--- config.mk ---
export PLATFORM = sky130hd
export DESIGN_NAME = pstage_fault_sup
export DESIGN_NICKNAME = d
export VERILOG_FILES = /design/src/rtl/pstage_fault_pkg.sv /design/src/rtl/pstage_por_timer.sv /design/src/rtl/pstage_oc_ctrl.sv /design/src/rtl/pstage_short_latch.sv /design/src/rtl/pstage_ot_hyst.sv /design/src/rtl/pstage_fault_sup.sv
export SDC_FILE = /design/constraint.sdc
export NUM_CORES = 1
export LEC_CHECK = 0
export ABC_AREA = 0
export BUFFER_PORTS_ARGS = -buffer_cell sky130_fd_sc_hd__buf_2
export CAP_MARGIN = 20
export CORE_UTILIZATION = 60
export CTS_BUF_LIST = sky130_fd_sc_hd__clkbuf_8
export CTS_CLUSTER_DIAMETER = 100
export CTS_CLUSTER_SIZE = 16
export DETAILED_ROUTE_END_ITERATION = 16
export PLACE_DENSITY = 0.86
export SYNTH_ARGS = -nofsm -noshare
export SYNTH_HDL_FRONTEND = slang
export SYNTH_SLANG_ARGS = --single-unit
--- constraint.sdc ---
create_clock -name clk -period 2.7 [get_ports clk]
set_input_delay 0.27 -clock clk [delete_from_list [all_inputs] [get_ports clk]]
set_output_delay 0.27 -clock clk [all_outputs]
set_load 0.01 [all_outputs]
--- src/rtl/pstage_fault_pkg.sv ---
package pstage_fault_pkg;

  // PWM level codes as seen by the supervisor
  typedef enum logic [1:0] {
    PWM_LOW   = 2'b00,
    PWM_HIGH  = 2'b01,
    PWM_MID   = 2'b10,
    PWM_FLOAT = 2'b11
  } pwm_lvl_e;

  // A floating input is pulled into the mid window, so both count as mid
  function automatic logic pwm_is_mid(input logic [1:0] lvl);
    return (lvl == PWM_MID) || (lvl == PWM_FLOAT);
  endfunction

endpackage

--- src/rtl/pstage_por_timer.sv ---
module pstage_por_timer #(
  parameter int POR_CYC = 6250
) (
  input  logic clk,
  input  logic rst,
  input  logic vcc_ok,
  output logic ready
);
  localparam int CW = $clog2(POR_CYC + 1);
  localparam logic [CW-1:0] LAST = CW'(POR_CYC - 1);

  logic [CW-1:0] cnt;

  always_ff @(posedge clk) begin
    if (rst || !vcc_ok) begin
      cnt   <= '0;
      ready <= 1'b0;
    end else if (!ready) begin
      if (cnt == LAST) ready <= 1'b1;
      else             cnt   <= cnt + 1'b1;
    end
  end
endmodule

--- src/rtl/pstage_oc_ctrl.sv ---
module pstage_oc_ctrl
  import pstage_fault_pkg::*;
#(
  parameter int ACK_CYC = 50
) (
  input  logic       clk,
  input  logic       rst,
  input  logic       vcc_ok,
  input  logic       vin_ok,
  input  logic       gh_on,
  input  logic       oc_cmp,
  input  logic [1:0] pwm_lvl,
  output logic       oc_flt
);
  localparam int AW = $clog2(ACK_CYC + 1);
  localparam logic [AW-1:0] ACK_LAST = AW'(ACK_CYC - 1);

  logic [AW-1:0] ack_cnt;
  logic          armed_trip;
  logic          ack_lvl;

  // Detection is armed only while the high side conducts on good supplies
  assign armed_trip = gh_on && oc_cmp && vcc_ok && vin_ok;
  assign ack_lvl    = pwm_is_mid(pwm_lvl);

  always_ff @(posedge clk) begin
    if (rst || !vcc_ok) begin
      oc_flt  <= 1'b0;
      ack_cnt <= '0;
    end else if (armed_trip) begin
      oc_flt  <= 1'b1;
      ack_cnt <= '0;
    end else if (oc_flt && ack_lvl) begin
      if (ack_cnt == ACK_LAST) begin
        oc_flt  <= 1'b0;
        ack_cnt <= '0;
      end else begin
        ack_cnt <= ack_cnt + 1'b1;
      end
    end else begin
      ack_cnt <= '0;
    end
  end
endmodule

--- src/rtl/pstage_short_latch.sv ---
module pstage_short_latch (
  input  logic clk,
  input  logic rst,
  input  logic vcc_ok,
  input  logic sw_hi,
  input  logic gl_on,
  output logic short_flt
);
  // Switch node high while the low side conducts means the high side is shorted
  always_ff @(posedge clk) begin
    if (rst || !vcc_ok)       short_flt <= 1'b0;
    else if (sw_hi && gl_on)  short_flt <= 1'b1;
  end
endmodule

--- src/rtl/pstage_ot_hyst.sv ---
module pstage_ot_hyst #(
  parameter int TEMP_W = 8,
  parameter int OT_SET = 140,
  parameter int OT_CLR = 125
) (
  input  logic              clk,
  input  logic              rst,
  input  logic [TEMP_W-1:0] temp_c,
  output logic              ot_flt
);
  localparam logic [TEMP_W-1:0] SET_CODE = TEMP_W'(OT_SET);
  localparam logic [TEMP_W-1:0] CLR_CODE = TEMP_W'(OT_CLR);

  always_ff @(posedge clk) begin
    if (rst)                      ot_flt <= 1'b0;
    else if (temp_c >= SET_CODE)  ot_flt <= 1'b1;
    else if (temp_c <  CLR_CODE)  ot_flt <= 1'b0;
  end
endmodule

--- src/rtl/pstage_fault_sup.sv ---
module pstage_fault_sup
  import pstage_fault_pkg::*;
#(
  parameter int POR_CYC = 6250,
  parameter int ACK_CYC = 50,
  parameter int TEMP_W  = 8,
  parameter int OT_SET  = 140,
  parameter int OT_CLR  = 125
) (
  input  logic              clk,
  input  logic              rst,
  input  logic              vcc_ok,
  input  logic              vin_ok,
  input  logic              oc_cmp,
  input  logic              sw_hi,
  input  logic [TEMP_W-1:0] temp_c,
  input  logic [1:0]        pwm_lvl,
  input  logic              gh_on,
  input  logic              gl_on,
  output logic              por_ready,
  output logic              gh_block,
  output logic              imon_force,
  output logic              tmon_force,
  output logic              fault_n
);
  logic ready_q;
  logic oc_q;
  logic short_q;
  logic ot_q;
  logic vin_q;

  pstage_por_timer #(.POR_CYC(POR_CYC)) u_por (
    .clk(clk), .rst(rst), .vcc_ok(vcc_ok), .ready(ready_q)
  );

  pstage_oc_ctrl #(.ACK_CYC(ACK_CYC)) u_oc (
    .clk(clk), .rst(rst), .vcc_ok(vcc_ok), .vin_ok(vin_ok),
    .gh_on(gh_on), .oc_cmp(oc_cmp), .pwm_lvl(pwm_lvl), .oc_flt(oc_q)
  );

  pstage_short_latch u_short (
    .clk(clk), .rst(rst), .vcc_ok(vcc_ok), .sw_hi(sw_hi),
    .gl_on(gl_on), .short_flt(short_q)
  );

  pstage_ot_hyst #(.TEMP_W(TEMP_W), .OT_SET(OT_SET), .OT_CLR(OT_CLR)) u_ot (
    .clk(clk), .rst(rst), .temp_c(temp_c), .ot_flt(ot_q)
  );

  // Input supply flag registered so no input reaches an output combinationally
  always_ff @(posedge clk) begin
    if (rst) vin_q <= 1'b0;
    else     vin_q <= vin_ok;
  end

  // Outputs decode registered state only
  assign por_ready  = ready_q;
  assign gh_block   = !ready_q || oc_q || short_q;
  assign imon_force = oc_q || short_q;
  assign tmon_force = ot_q;
  assign fault_n    = ready_q && vin_q && !oc_q && !short_q && !ot_q;
endmodule

==> results_tabular.tex <==
\begin{tabular}{lr}
\hline
Metric & Value \\
\hline
\multicolumn{2}{l}{\textbf{Critical path}} \\
Destination of the critical timing path & u\_por.cnt[12] \\
Top fanout value on the critical path & 6 \\
Slowest cell delay on critical path & a little over 400 ps \\
R2R Setup Slk & 960 ps \\
Chain of cells forming the critical path & ha\_1 -> nor2b\_1 -> nand3\_1 -> o31a\_2 -> o21a\_1 \\
Type of the setup path with the least slack & reg2reg \\
Crit start category & flip-flop \\
Capture point of the worst reg-to-reg path & u\_por.cnt[12] \\
CP arrival & 1900 ps \\
Crit. End Element & flip-flop \\
Required time at the endpoint of the critical path & 2860 ps \\
Slowest cell on the critical path & sky130\_fd\_sc\_hd\_\_dfxtp\_1 \\
Worst reg2reg path depth & 5 \\
Beginning of the worst register-to-register path & u\_por.cnt[0] \\
Crit. Startpoint & u\_por.cnt[0] \\
\multicolumn{2}{l}{\textbf{Place}} \\
Final RePlAce weighted congestion & 0.784 \\
Post-placement setup slack & between 1000 and 1500 ps \\
Count of input and output buffers & 21 \\
Detailed-placement wirelength estimate & 1710 um \\
\multicolumn{2}{l}{\textbf{Floorplan}} \\
Cell Rows & 15 \\
Core area & 1730 um2 \\
Total die area & 2030 um2 \\
Die H & 45.0 um \\
Initial core utilization & 64.3\% \\
Number of I/O pins & 23 \\
Floorplan die width & $\sim$45 um \\
\multicolumn{2}{l}{\textbf{Run status}} \\
Outcome & finished, final reports clean \\
\multicolumn{2}{l}{\textbf{Clocking}} \\
Buffers from clock root to sink, at most & 2 \\
TritonCTS clock tree & yes \\
Clock transition at the registers of the reported paths & 80 ps \\
CTS Root Cell & sky130\_fd\_sc\_hd\_\_clkbuf\_8 \\
Number of instances resized during post-cts repair & 0 \\
\# Post-CTS Setup Buffers & 0 \\
Number of CTS-inserted buffers & 3 \\
Num Clock Sinks & 24 \\
CTS H-tree depth & 1 \\
Hold Buf Count CTS & 0 \\
Clock network latency to the later pin of the worst-skew pair & 260 ps \\
\multicolumn{2}{l}{\textbf{Power}} \\
Maximum vdd ir drop & 0.326 mV \\
Total power & 0.633 mW \\
Leak Pwr & 0.487 nW \\
Relative contribution of the clock network to total power & 37.9\% \\
Part of the power in registers & roughly 57\% \\
Psw & 0.129 mW \\
Cell Int Power & 0.504 mW \\
Switching portion of total power & approximately a fifth \\
Power share of the combinational group & between 5 and 6\% \\
Power per standard cell area & 488 nW/um2 \\
\multicolumn{2}{l}{\textbf{Drt}} \\
Drt first-iter violations & 21 \\
Remaining DRCs & 0 \\
Per-cell via count in the routed design & roughly 5.5 \\
Pre-Repair DR Iteration Count & 4 \\
Routed wire length & 2190 um \\
Routed length per placed instance & around 12 um \\
Count of vias placed by the detailed router & 962 \\
Remaining number of nets flagged by the antenna check after routing & 0 \\
\multicolumn{2}{l}{\textbf{Logic synthesis}} \\
Post-synth net total & roughly 150 \\
Cell taking the most area after synthesis & sky130\_fd\_sc\_hd\_\_dfxtp\_1 \\
Share of the yosys chip area belonging to registers & a little over two fifths \\
Mean area per synthesized cell & 8.81 um2 \\
Synth top area share & 43.3\% \\
Most area-consuming cells after synthesis & sky130\_fd\_sc\_hd\_\_dfxtp\_1 (43\%), sky130\_fd\_sc\_hd\_\_nor2\_1 (7.8\%), sky130\_fd\_sc\_hd\_\_xor2\_1 (4.7\%) \\
Count of yosys warnings during synthesis & 0 \\
Distinct cell type count of the synthesized netlist & 33 \\
Cells after synthesis & 126 \\
Post-synthesis instance area & roughly 1100 um2 \\
Flop and latch count out of synthesis & 24 \\
\multicolumn{2}{l}{\textbf{STA}} \\
Highest clock rate & 0.576 GHz \\
Setup repair after global routing missed its margin & false \\
Hold violation count in the final report & 0 \\
Final worst path period share & 64.3\% \\
Setup WS post-layout & 964 ps \\
Max-slew violations & 0 \\
Setup skew after layout & roughly 3.6 ps \\
Worst slew slack as a fraction of its limit & 62.2\% \\
Total negative slack for setup checks & 0 ps \\
Post-layout minimum cycle time & $\sim$1700 ps \\
Worst Tran Pin Value & 567 ps \\
Final setup violation count & 0 \\
\multicolumn{2}{l}{\textbf{Layout}} \\
Area occupied by multi-input gates & 607 um2 \\
Count of inserted antenna diode cells & 0 \\
FILL cells & 127 \\
Area of all sequential standard cells & 480 um2 \\
Layout cells sized above 1 & 20.7\% \\
Area delta synth->final & 16.9\% \\
Nets & 173 \\
\multicolumn{2}{l}{\textbf{GRT}} \\
Initial antenna violation count & 0 \\
Global-route wire length before repair & 3680 um \\
Maximum number of pins on one net before global-route repair & 15 \\
Vias in the first global route & about 910 \\
Overflow left after global routing & 0 \\
GRT Resource Usage Total & 25.0\% \\
\multicolumn{2}{l}{\textbf{Hold path}} \\
Worst hold path class & in2reg \\
Hold path start & rst \\
\multicolumn{2}{l}{\textbf{Run}} \\
Number of max-capacitance violations reported & 0 \\
\hline
\end{tabular}
==> per-layer routing <==
layer	track usage [%]	wire, um
met4	9.70	39
met3	3.60	55
met2	46.4	1170
met1	28.3	926
met5	0	0
==> worst min path at each step <==
stage	end	slack, ps	cells after the start
CTS	vin_q	200	2
global route	vin_q	210	2
finish	vin_q	200	2
detailed placement	u_oc.ack_cnt[0]	470	1
global placement	u_oc.ack_cnt[0]	450	1
floorplan	vin_q	340	1
==> per-stage QoR <==
| stage | cell area, um2 | std cells | hold slack (ps) | util, % |
|---|---|---|---|---|
| floorplan | 1110 | 126 | 342 | - |
| CTS | 1300 | 175 | 202 | 75.1 |
| finish | 1300 | 175 | 202 | 75.1 |
| detailed placement | 1240 | 171 | 469 | 72.0 |
| global placement | 1240 | 171 | 448 | 72.0 |
| global route | 1300 | 175 | 207 | 75.1 |
==> cell usage in the layout (no fill, tap or decap), drive strengths merged, types with 5 or more instances in the layout <==
cell type / instances
dfxtp: 24
nor2: 23
buf: 21
nand3: 9
nand2: 7
nand4: 6
xor2: 6
inv: 5
xnor2: 5
==> sequential cells by signal, indices dropped and copies added, names as in the netlist <==
name	flops
vin_q	1
u_oc.ack_cnt	6
u_por.ready	1
u_short.short_flt	1
u_oc.oc_flt	1
u_ot.ot_flt	1
u_por.cnt	13
==> power groups by stage <==
stage | clock [mW] | sequential (mW) | combinational [mW]
CTS | 0.242 | 0.361 | 0.0322
floorplan | 0 | 0.369 | 0.0143
finish | 0.240 | 0.361 | 0.0321
global route | 0.259 | 0.362 | 0.0358
global placement | 0 | 0.369 | 0.0302
detailed placement | 0 | 0.369 | 0.0320
==> logic make-up after synthesis <==
group,count (synthesis),synth area share (%)
buffers and inverters,6,2.03
and+or+nand+nor,67,32.6
AOI/OAI and AO/OA,14,8.91
DFF,24,43.3
xor gates and xnor gates,11,8.68
adders and majority gates,4,4.51
==> critical path, delay by kind of cell (launching register included) <==
family	cells	cell delay, ps
compound gates	2	500
fa+ha+maj	1	180
flops	1	410
simple gates	2	550
==> Yosys cell counts (all sizes together) <==
cell type and n:
o31ai 1, inv 5, nand2 7, and3 3
o21ai 1, a22o 1, nor4 4, a31oi 1
nand4 6, nor3b 1, nor2 23, a211oi 1
a41oi 1, clkbuf 1, and4b 2, and2 1
or4 1, xnor2 5, a21oi 4, nor2b 4
o21a 2, ha 4, dfxtp 24, o31a 2
nor3 2, nand3 9, nand2b 2, or3 1
nand3b 1, xor2 6
==> final cells by class <==
type / instances / share of cell area (%)
clock buffers: 4 / 4.24
inverters: 5 / 1.45
multi-input cells: 96 / 46.8
flip-flops and latches: 24 / 37.0
well taps: 25 / 2.41
repair buffers: 21 / 8.10
Note: power is estimated with default switching activity, not from simulation.
